$ cat src/rtl/spi_regport_pkg.sv
package spi_regport_pkg;

  typedef enum logic [1:0] {
    XS_CMD  = 2'd0,
    XS_WR   = 2'd1,
    XS_RD   = 2'd2,
    XS_HOLD = 2'd3
  } xfer_state_t;

endpackage

$ cat src/rtl/spi_sync.sv
module spi_sync #(
  parameter int W      = 3,
  parameter int STAGES = 2
) (
  input  logic         clk,
  input  logic         rst,
  input  logic [W-1:0] d,
  output logic [W-1:0] q
);

  logic [W-1:0] stg [STAGES];

  always_ff @(posedge clk) begin
    if (rst) stg[0] <= '0;
    else     stg[0] <= d;
  end

  generate
    for (genvar s = 1; s < STAGES; s++) begin : g_stage
      always_ff @(posedge clk) begin
        if (rst) stg[s] <= '0;
        else     stg[s] <= stg[s-1];
      end
    end
  endgenerate

  assign q = stg[STAGES-1];

endmodule

$ cat src/rtl/spi_edge_unit.sv
module spi_edge_unit (
  input  logic clk,
  input  logic rst,
  input  logic ce_s,
  input  logic sck_s,
  output logic idle_pol,
  output logic lead,
  output logic trail
);

  logic sck_q;
  logic ce_q;
  logic sck_edge;

  always_ff @(posedge clk) begin
    if (rst) begin
      sck_q    <= 1'b0;
      ce_q     <= 1'b0;
      idle_pol <= 1'b0;
    end else begin
      sck_q <= sck_s;
      ce_q  <= ce_s;
      if (ce_s && !ce_q) idle_pol <= sck_s;
    end
  end

  assign sck_edge = ce_s && ce_q && (sck_s != sck_q);
  assign lead     = sck_edge && (sck_s != idle_pol);
  assign trail    = sck_edge && (sck_s == idle_pol);

endmodule

$ cat src/rtl/spi_xfer_ctrl.sv
module spi_xfer_ctrl
  import spi_regport_pkg::*;
#(
  parameter int DATA_W = 8,
  parameter int LOC_W  = 5
) (
  input  logic                clk,
  input  logic                rst,
  input  logic                ce_on,
  input  logic                lead,
  input  logic                trail,
  input  logic                mosi_s,
  input  logic [DATA_W-1:0]   bus_rdata,
  output logic                miso,
  output logic                miso_oe,
  output logic [LOC_W:0]      bus_addr,
  output logic [DATA_W-1:0]   bus_wdata,
  output logic                bus_wr,
  output logic                bus_rd
);

  localparam int CNT_W   = $clog2(DATA_W);
  localparam int AW      = LOC_W + 1;
  localparam int WR_BIT  = DATA_W - 1;
  localparam int RSV_BIT = DATA_W - 2;

  xfer_state_t        state;
  logic [CNT_W-1:0]   bit_cnt;
  logic [DATA_W-2:0]  rx_sh;
  logic [DATA_W-1:0]  tx_sh;
  logic [AW-1:0]      ptr;
  logic               rd_pend;
  logic [DATA_W-1:0]  rx_byte;
  logic               byte_done;

  function automatic logic [AW-1:0] step_addr(input logic [AW-1:0] a);
    step_addr = {a[AW-1], a[LOC_W-1:0] + 1'b1};
  endfunction

  assign rx_byte   = {rx_sh, mosi_s};
  assign byte_done = trail && (bit_cnt == CNT_W'(DATA_W - 1));

  always_ff @(posedge clk) begin
    if (rst) begin
      state     <= XS_CMD;
      bit_cnt   <= '0;
      rx_sh     <= '0;
      tx_sh     <= '0;
      ptr       <= '0;
      rd_pend   <= 1'b0;
      miso      <= 1'b0;
      miso_oe   <= 1'b0;
      bus_addr  <= '0;
      bus_wdata <= '0;
      bus_wr    <= 1'b0;
      bus_rd    <= 1'b0;
    end else if (!ce_on) begin
      state   <= XS_CMD;
      bit_cnt <= '0;
      rx_sh   <= '0;
      rd_pend <= 1'b0;
      miso_oe <= 1'b0;
      bus_wr  <= 1'b0;
      bus_rd  <= 1'b0;
    end else begin
      bus_wr  <= 1'b0;
      bus_rd  <= 1'b0;
      rd_pend <= bus_rd;
      if (rd_pend) tx_sh <= bus_rdata;
      if (lead && state == XS_RD) begin
        miso    <= tx_sh[DATA_W-1];
        tx_sh   <= {tx_sh[DATA_W-2:0], 1'b0};
        miso_oe <= 1'b1;
      end
      if (trail) begin
        rx_sh   <= rx_byte[DATA_W-2:0];
        bit_cnt <= byte_done ? '0 : bit_cnt + 1'b1;
      end
      if (byte_done) begin
        case (state)
          XS_CMD: begin
            if (rx_byte[RSV_BIT]) begin
              state <= XS_HOLD;
            end else begin
              ptr      <= rx_byte[AW-1:0];
              bus_addr <= rx_byte[AW-1:0];
              if (rx_byte[WR_BIT]) begin
                state <= XS_WR;
              end else begin
                state  <= XS_RD;
                bus_rd <= 1'b1;
              end
            end
          end
          XS_WR: begin
            bus_addr  <= ptr;
            bus_wdata <= rx_byte;
            bus_wr    <= 1'b1;
            ptr       <= step_addr(ptr);
          end
          XS_RD: begin
            bus_addr <= step_addr(ptr);
            bus_rd   <= 1'b1;
            ptr      <= step_addr(ptr);
          end
          default: ;
        endcase
      end
    end
  end

endmodule

$ cat src/rtl/spi_regport.sv
module spi_regport #(
  parameter int DATA_W      = 8,
  parameter int LOC_W       = 5,
  parameter int SYNC_STAGES = 2
) (
  input  logic              clk,
  input  logic              rst,
  input  logic              ce,
  input  logic              sck,
  input  logic              mosi,
  output logic              miso,
  output logic              miso_oe,
  output logic [LOC_W:0]    bus_addr,
  output logic [DATA_W-1:0] bus_wdata,
  output logic              bus_wr,
  output logic              bus_rd,
  input  logic [DATA_W-1:0] bus_rdata
);

  localparam int ADDR_W = LOC_W + 1;

  logic [2:0] sync_q;
  logic       ce_sync;
  logic       sck_sync;
  logic       mosi_sync;
  logic       idle_pol;
  logic       lead;
  logic       trail;

  spi_sync #(.W(3), .STAGES(SYNC_STAGES)) u_sync (
    .clk (clk),
    .rst (rst),
    .d   ({ce, sck, mosi}),
    .q   (sync_q)
  );

  assign {ce_sync, sck_sync, mosi_sync} = sync_q;

  spi_edge_unit u_edge (
    .clk      (clk),
    .rst      (rst),
    .ce_s     (ce_sync),
    .sck_s    (sck_sync),
    .idle_pol (idle_pol),
    .lead     (lead),
    .trail    (trail)
  );

  spi_xfer_ctrl #(.DATA_W(DATA_W), .LOC_W(LOC_W)) u_ctrl (
    .clk       (clk),
    .rst       (rst),
    .ce_on     (ce_sync),
    .lead      (lead),
    .trail     (trail),
    .mosi_s    (mosi_sync),
    .bus_rdata (bus_rdata),
    .miso      (miso),
    .miso_oe   (miso_oe),
    .bus_addr  (bus_addr),
    .bus_wdata (bus_wdata),
    .bus_wr    (bus_wr),
    .bus_rd    (bus_rd)
  );

endmodule

$ cat config.mk
export PLATFORM = sky130hd
export DESIGN_NAME = spi_regport
export DESIGN_NICKNAME = d
export VERILOG_FILES = /design/src/rtl/spi_regport_pkg.sv /design/src/rtl/spi_sync.sv /design/src/rtl/spi_edge_unit.sv /design/src/rtl/spi_xfer_ctrl.sv /design/src/rtl/spi_regport.sv
export SDC_FILE = /design/constraint.sdc
export NUM_CORES = 1
export LEC_CHECK = 0
export BUFFER_PORTS_ARGS = -buffer_cell sky130_fd_sc_hd__clkbuf_2
export CAP_MARGIN = 20
export CORE_MARGIN = 5
export CORE_UTILIZATION = 60
export DETAILED_ROUTE_END_ITERATION = 8
export GPL_TIMING_DRIVEN = 0
export PLACE_DENSITY = 0.82
export SLEW_MARGIN = 20
export SYNTH_ARGS = -nofsm -noshare
export SYNTH_HDL_FRONTEND = slang
export SYNTH_HIERARCHICAL = 1
export SYNTH_SLANG_ARGS = --single-unit
$ cat constraint.sdc
create_clock -name clk -period 5.3 [get_ports clk]
set_clock_uncertainty 0.1 [all_clocks]
set_input_delay 0.795 -clock clk [delete_from_list [all_inputs] [get_ports clk]]
set_output_delay 0.795 -clock clk [all_outputs]
set_load 0.02 [all_outputs]
==> impl_results.md, run 1 <==
* Synth Area in Simple Gates at 0.252
* GRT Util Overall at 0.195
* Max Fclk at 492 MHz
* Post-synthesis cell area at 2390 um^2
* Largest family of logic cells by synthesized area: simple AND/OR/NAND/NOR gates
* Syn. warnings at 6
* H-tree depth at 2
* Detailed-route DRC error count at 0
* FF-to-FF Start: u_edge/idle_pol
* Flops & latches, synth at 54
* Clock Pin Slew Worst Setup and Hold Paths at 0.10 ns
* DR vias/cell at 5.35
* Grt total ovfl at 0
* Final Hold Viols at 0
* Tmin final at 2.03 ns
* PortBufs at 30
* Syn Nets at 291
* Crit path DAT at 2.13 ns
* Setup_tns at 0 ns
* Hold Crit Class: reg -> reg
* Vias in the first global route at 1,782
* Crit-path max FO at 6
* Slew Limit Fails at 0
* Critical path origin: u_edge/idle_pol
* Share of layout cells above drive strength 1 at 0.197
* Root Buffer: clkbuf_8
* CP Capture Type: register
* Post-Synth Adder-Cell Area at 0.0366
* Register area share after synthesis at 0.452
* Die span in x at 73.1 um
* Die area at 5350 um^2
* Design area at 2700 um^2
* GPL Wtd Cong at 0.867
* Cell with the most instances after synthesis: dfxtp_1
* Sw Share at 0.232
* Area post-placement at 2610 um^2
* Clk buf depth at 2
* Flop pwr share at 0.617
* Main flop type after synthesis: dfxtp_1
* Iteration-0 DRC Markers at 195
* Max-Cap Viols at 0
* Area of the core at 3940 um^2
* Async SR Flop Fraction at 0
* Int Pwr at 510 uW
* Top post-synthesis cells by count: dfxtp_1, nand2_1, nor2_1
* Final Cycle Share at 0.384
* Total CTS buffers at 5
* Syn avg cell area at 8.83 um^2
* Unrepaired setup endpoints after global routing: false
* Worst Path Required at 5.39 ns
* Post-synth EDFFs at 0
* Leakage at 0.000989 uW
* Status: complete, no violations
* Clock Latency Late Sink at 0.31 ns
* Final nets at 328
* Starting Density at 0.607
* Area fraction in compound gates after synthesis at 0.146
* Worst vdd ir at 0.211 mV
* Die Y-Extent at 73.1 um
* DP Wirelength at 3320 um
* Post-synth top area cell: dfxtp_1
* Crit path launch type: register
* Dominant cells by area after synthesis: dfxtp_1, nand2_1, mux2i_1
* Ant diodes at 0
* NetSw at 154 uW
* Initial antenna violation count at 0
* Post-Synth XOR/XNOR Area at 0.00732
* Comb pwr share at 0.024
* Rows at 23
* TritonCTS clock tree: built
* Finish-stage setup viols at 0
* Average wire per standard cell at 13.2 um
* CTS Sinks at 54
* Clock power share at 0.359
* I/O Pins at 31
* Rel. slew slack at 0.682
* Least-Margin Pin Slew at 0.477 ns
* Post-Syn Instances at 271
* Largest net degree at the start of global routing at 19
* Vias at 1,921
* First-pass GRT wire length at 8230 um
* Reg2reg path depth at 7
* Mux contribution to synthesized area at 0.0628
* Routed WL at 4740 um
* Cell variety after synth at 38
* Post-CTS Setup Bufs at 0
* Area grow syn2layout at 12.8%
* Detail Route Antenna Nets at 0
* Pwr Density at 246 nW/um^2
* CP Class: reg -> reg
* Post-CTS resize count at 0
* Hold_buf cts at 0
* Pre-antenna DRT Iters at 4
* Worst flop-to-flop path endpoint: u_ctrl/bus_addr[3]
* Crit path to: u_ctrl/bus_addr[3]
* R2R setup slack at 3.27 ns
* Post-synth top area share at 0.452
## critical path, cell delays in order (launching register included)
cell,delay [ns]
dfxtp_1,0.35
or3b_1,0.38
a21oi_1,0.14
buf_2,0.17
and3_4,0.21
nand2_1,0.15
a311oi_1,0.34
nor3_1,0.09
## power groups by stage
stage | registers (uW) | clock network, uW | logic [uW]
floorplan | 419 | 0 | 8.09
global placement | 419 | 0 | 15.9
detailed placement | 419 | 0 | 16.1
CTS | 410 | 246 | 16.2
global route | 411 | 264 | 18.0
finish | 410 | 238 | 16.0
## cells in the final DEF (no fill, tap or decap), types with 2 or more instances in the layout
master and n:
nor2_1 29, a211oi_1 2, o211ai_1 4, nor2b_1 11, dfxtp_1 54, mux2i_1 15
clkbuf_2 30, a21oi_2 2, ha_1 7, buf_1 2, xnor2_1 2, inv_1 5
a21oi_1 20, nor3_1 5, clkbuf_1 2, buf_6 2, a21bo_2 3, nand2_1 42
buf_2 8, clkbuf_8 5, a311oi_1 10, o21ai_0 3, nand3_1 13, nand2b_1 10
nand3b_1 4, or3b_1 2
## layout make-up
class                           count  area (um^2)
Inverter                            5         18.8
Fill cell                         336         1240
Multi-Input combinational cell    197         1210
Clock inverter                      3         25.0
Timing Repair Buffer               30          150
Sequential cell                    54         1080
Tap cell                           50         62.6
Buffer                             15         85.1
Clock buffer                        5         68.8
## sequential cells by signal (all words and copies together) (netlist names)
register          flops
u_edge/sck_q          1
u_edge/idle_pol       1
u_ctrl/state          2
u_ctrl/miso_oe        1
u_ctrl/bus_wdata      8
u_ctrl/rd_pend        1
u_ctrl/bus_rd         1
u_ctrl/bus_addr       6
u_sync/stg            6
u_ctrl/miso           1
u_ctrl/ptr            6
u_ctrl/tx_sh          8
u_ctrl/rx_sh          7
u_ctrl/bit_cnt        3
u_ctrl/bus_wr         1
u_edge/ce_q           1
## worst min-delay path by stage
stage	cells after the start	slack (ns)	endpoint	start
final	1	0.35	u_sync/stg[1][2]	u_sync/stg[0][2]
after global routing	1	0.37	u_sync/stg[1][2]	u_sync/stg[0][2]
after CTS	1	0.35	u_sync/stg[1][1]	u_sync/stg[0][1]
after detailed placement	1	0.33	u_sync/stg[1][1]	u_sync/stg[0][1]
after global placement	1	0.32	u_sync/stg[1][1]	u_sync/stg[0][1]
after floorplan	1	0.31	u_sync/stg[1][0]	u_sync/stg[0][0]
## stage by stage
| stage | worst slack [ns] | hold slack [ns] | cells | util | total power (uW) |
|---|---|---|---|---|---|
| after floorplan | 3.51 | 0.314 | 271 | - | 427 |
| after global placement | 3.18 | 0.316 | 351 | 0.661 | 435 |
| after detailed placement | 3.17 | 0.328 | 351 | 0.661 | 436 |
| after CTS | 3.30 | 0.351 | 359 | 0.685 | 672 |
| after global routing | 3.13 | 0.371 | 359 | 0.685 | 693 |
| final | 3.27 | 0.348 | 359 | 0.685 | 665 |
## cell families (layout without fill, tap and decap cells)
group | Yosys count | in the layout
AO/OA/AOI/OAI | 49 | 49
AND/OR/NAND/NOR | 124 | 124
multiplexers | 15 | 15
adder cells (fa/ha/maj) | 7 | 7
XOR/XNOR | 2 | 2
flip-flops | 54 | 54
buffers and inverters | 20 | 58
## metal layers
layer	routed length, um	up-vias	global-route usage
met1	2370	860	0.275
met2	2060	49	0.286
li1	-	1001	-
met3	236	11	0.0455
met4	76	0	0.0799
met5	0	-	0
No activity file was read; power rests on OpenSTA's default activity.
==> inputs of run 2 (changes only) <==
- ABC_AREA: not set -> 1
- CORE_UTILIZATION: 60 -> 56
- PLACE_DENSITY: 0.82 -> 0.78
- clock period: 5.3 -> 1.9 ns (I/O delays scaled with it)
==> run 2 against run 1 <==
Hold slack lost 0.29 ns; first-iteration DRC count shrank 43%; clock-buffer cell count grew 2; maximum frequency grew 15%; setup slack lost 3.1 ns; critical path type unchanged; critical endpoint is now u_ctrl/bus_addr[2].
==> impl_results.md, run 2 <==
* Post-synthesis cell area at 2340 um^2 (-2.2%)
* Vias in the first global route at 1,837 (+3.1%)
* Area post-placement at 2550 um^2 (-2.1%)
* Average wire per standard cell at 11.6 um (-12%)
* TritonCTS clock tree: built
* Main flop type after synthesis: dfxtp_1
* Worst vdd ir at 0.496 mV (+130%)
* H-tree depth at 2 (unchanged)
* Initial antenna violation count at 0 (unchanged)
* Final Cycle Share at 0.927 (+0.543)
* Final Hold Viols at 0 (unchanged)
* Critical path's top delay family: buffers and inverters
* Worst Path Required at 2.00 ns (-3.39 ns)
* Clock Pin Slew Worst Setup and Hold Paths at 0.09 ns (about the same)
* First-pass GRT wire length at 7870 um (-4.4%)
* DP Wirelength at 3400 um (+2.5%)
* Die area at 5570 um^2 (+4.1%)
* Commonest non-fill, non-tap cell in the layout: nand2_1
* Unrepaired setup endpoints after global routing: false
* Register area share after synthesis at 0.462 (+0.0104)
* GPL Wtd Cong at 0.870 (+0.36%)
* Hold Crit Class: in -> reg
* Die Y-Extent at 74.6 um (+2.0%)
* Area of the core at 4030 um^2 (+2.2%)
* Vias at 2,059 (+7.2%)
* Top post-synthesis cells by count: nand2_1, nor2_1, dfxtp_1
* Crit-path max FO at 10 (+4)
* Rows at 23 (unchanged)
* GRT Util Overall at 0.183 (-0.0126)
* Crit-path slowest cell: dfxtp_1
* PortBufs at 30 (unchanged)
* Fillers at 365 (+8.6%)
* Rel. slew slack at 0.726 (+0.0439)
* Post-synth EDFFs at 0 (unchanged)
* Flops & latches, synth at 54 (unchanged)
* Area grow syn2layout at 14.6%
* Pwr Density at 698 nW/um^2 (+180%)
* Status: complete, no violations
* CP dominant cell by count: inv_1
* Post-synth top area share at 0.462 (+0.0104)
* Clk buf depth at 2 (unchanged)
* Syn Nets at 342 (+18%)
* Dominant cells by area after synthesis: dfxtp_1, nand2_1, nor2_1
* Grt total ovfl at 0 (unchanged)
* CTS Sinks at 54 (unchanged)
* Design area at 2680 um^2 (-0.74%)
* Critical path cell sequence: inv_1, ha_1, clkbuf_4, inv_1, buf_4, nand2_1, o21ai_0, nor2_1, a21oi_1
* Max Fclk at 568 MHz (+15%)
* Setup_tns at 0 ns (unchanged)
* Least-Margin Pin Slew at 0.411 ns (-0.0658 ns)
* Setup WS pre-CTS at -0.0773 ns (-3.25 ns)
* Cell with the most instances after synthesis: nand2_1
* Root Buffer: clkbuf_8
* Cell variety after synth at 28 (-26%)
* Largest net degree at the start of global routing at 17 (-2)
* Post-Syn Instances at 322 (+19%)
* Syn. warnings at 6 (unchanged)
* CP Class: reg -> reg
* I/O Pins at 31 (unchanged)
* Most frequent cells in the layout: nand2_1, nor2_1, dfxtp_1, o21ai_0, inv_1
* Pre-antenna DRT Iters at 4 (unchanged)
* Final nets at 379 (+16%)
* Finish-stage setup viols at 0 (unchanged)
* Detailed-route DRC error count at 0 (unchanged)
* Top Registers: u_ctrl/bus_wdata (8), u_ctrl/tx_sh (8), u_ctrl/rx_sh (7)
* Syn avg cell area at 7.26 um^2 (-18%)
* Slew Limit Fails at 0 (unchanged)
* Starting Density at 0.580 (-0.0264)
* Tmin final at 1.76 ns (-0.273 ns)
* Routed WL at 4750 um (+0.30%)
* CP Capture Type: register
* Critical path buffer and inverter count at 4 (+3)
* PnR worst setup slack at 0.139 ns (-3.13 ns)
* Leakage at 0.00124 uW (+26%)
* Iteration-0 DRC Markers at 111 (-43%)
* Detail Route Antenna Nets at 0 (unchanged)
* Total CTS buffers at 5 (unchanged)
* CP max stage delay at 0.39 ns (about the same)
* Clock Latency Late Sink at 0.31 ns (about the same)
* Die span in x at 74.6 um (+2.0%)
* Post-CTS Setup Bufs at 0 (unchanged)
* Max-Cap Viols at 0 (unchanged)
* Worst hold slack at 0.0544 ns (-0.294 ns)
* Crit path launch type: register
* Async SR Flop Fraction at 0 (unchanged)
* Post-synth top area cell: dfxtp_1
* Share of layout cells above drive strength 1 at 0.161 (-0.0363)
* Crit path DAT at 1.86 ns (-0.27 ns)
* DR vias/cell at 5.02 (-6.1%)
* Ant diodes at 0 (unchanged)
[run 2: through the flow]
step | utilization | total power, uW | instances
2_1_floorplan | - | 1200 | 322
3_3_place_gp | 0.633 | 1220 | 402
3_5_place_dp | 0.633 | 1230 | 402
4_1_cts | 0.658 | 1890 | 410
5_1_grt | 0.665 | 1940 | 410
6_report | 0.665 | 1870 | 410
[run 2: power by group]
group          internal, uW  total (uW)  switching (uW)
combinational          22.8        56.1            33.2
clock                   302         668             366
sequential             1140        1150            6.52
total                  1460        1870             406
[run 2: cell families after synthesis]
kind of cell | after synthesis | synth area share
buf+inv | 48 | 0.0851
compound gates | 71 | 0.155
xor+xnor | 2 | 0.00749
flops | 54 | 0.462
fa+ha+maj | 7 | 0.0375
simple gates | 140 | 0.253
[run 2: worst reg2reg max path, delay by kind of cell, from the launching register on]
family,cells,cell delay [ns]
buffers and inverters,4,0.52
flip-flops,1,0.39
AND/OR/NAND/NOR,2,0.20
AO/OA/AOI/OAI,2,0.17
adder cells (fa/ha/maj),1,0.28
[run 2: routing by layer]
metal	GRT usage	wire length, um	vias to the layer above	part of all wire
li1	-	-	1102	-
met1	0.233	2240	915	0.47
met2	0.300	2240	36	0.47
met3	0.0360	208	6	0.044
met4	0.0810	61	0	0.013
met5	0	0	-	0
[run 2: repair_timing]
item                                    in CTS  in global routing
hold buffers                                 0                  0
endpoints found under the setup margin      19                 24
gates resized for setup                      2                  8
[run 2: path summary, 6_finish.rpt]
kind / end / start / cells past startpoint / slack, ns
worst max-delay path: u_ctrl/bus_addr[2] / u_ctrl/state[0] / 9 / 0.14
worst min-delay path: u_sync/stg[0][2] / ce / 3 / 0.05
worst max register to register: u_ctrl/bus_addr[2] / u_ctrl/state[0] / 9 / 0.14
worst min register to register: u_sync/stg[1][1] / u_sync/stg[0][1] / 2 / 0.31
[run 2: area by class of cell]
type / count / area (um^2) / share of cell area
clock buffers: 7 / 86.3 / 0.0322
repair buffers: 30 / 150 / 0.0560
well taps: 50 / 62.6 / 0.0234
plain buffers: 8 / 46.3 / 0.0173
clock inverters: 1 / 8.76 / 0.00327
flip-flops and latches: 54 / 1080 / 0.404
inverters: 40 / 155 / 0.0579
multi-input cells: 220 / 1090 / 0.405
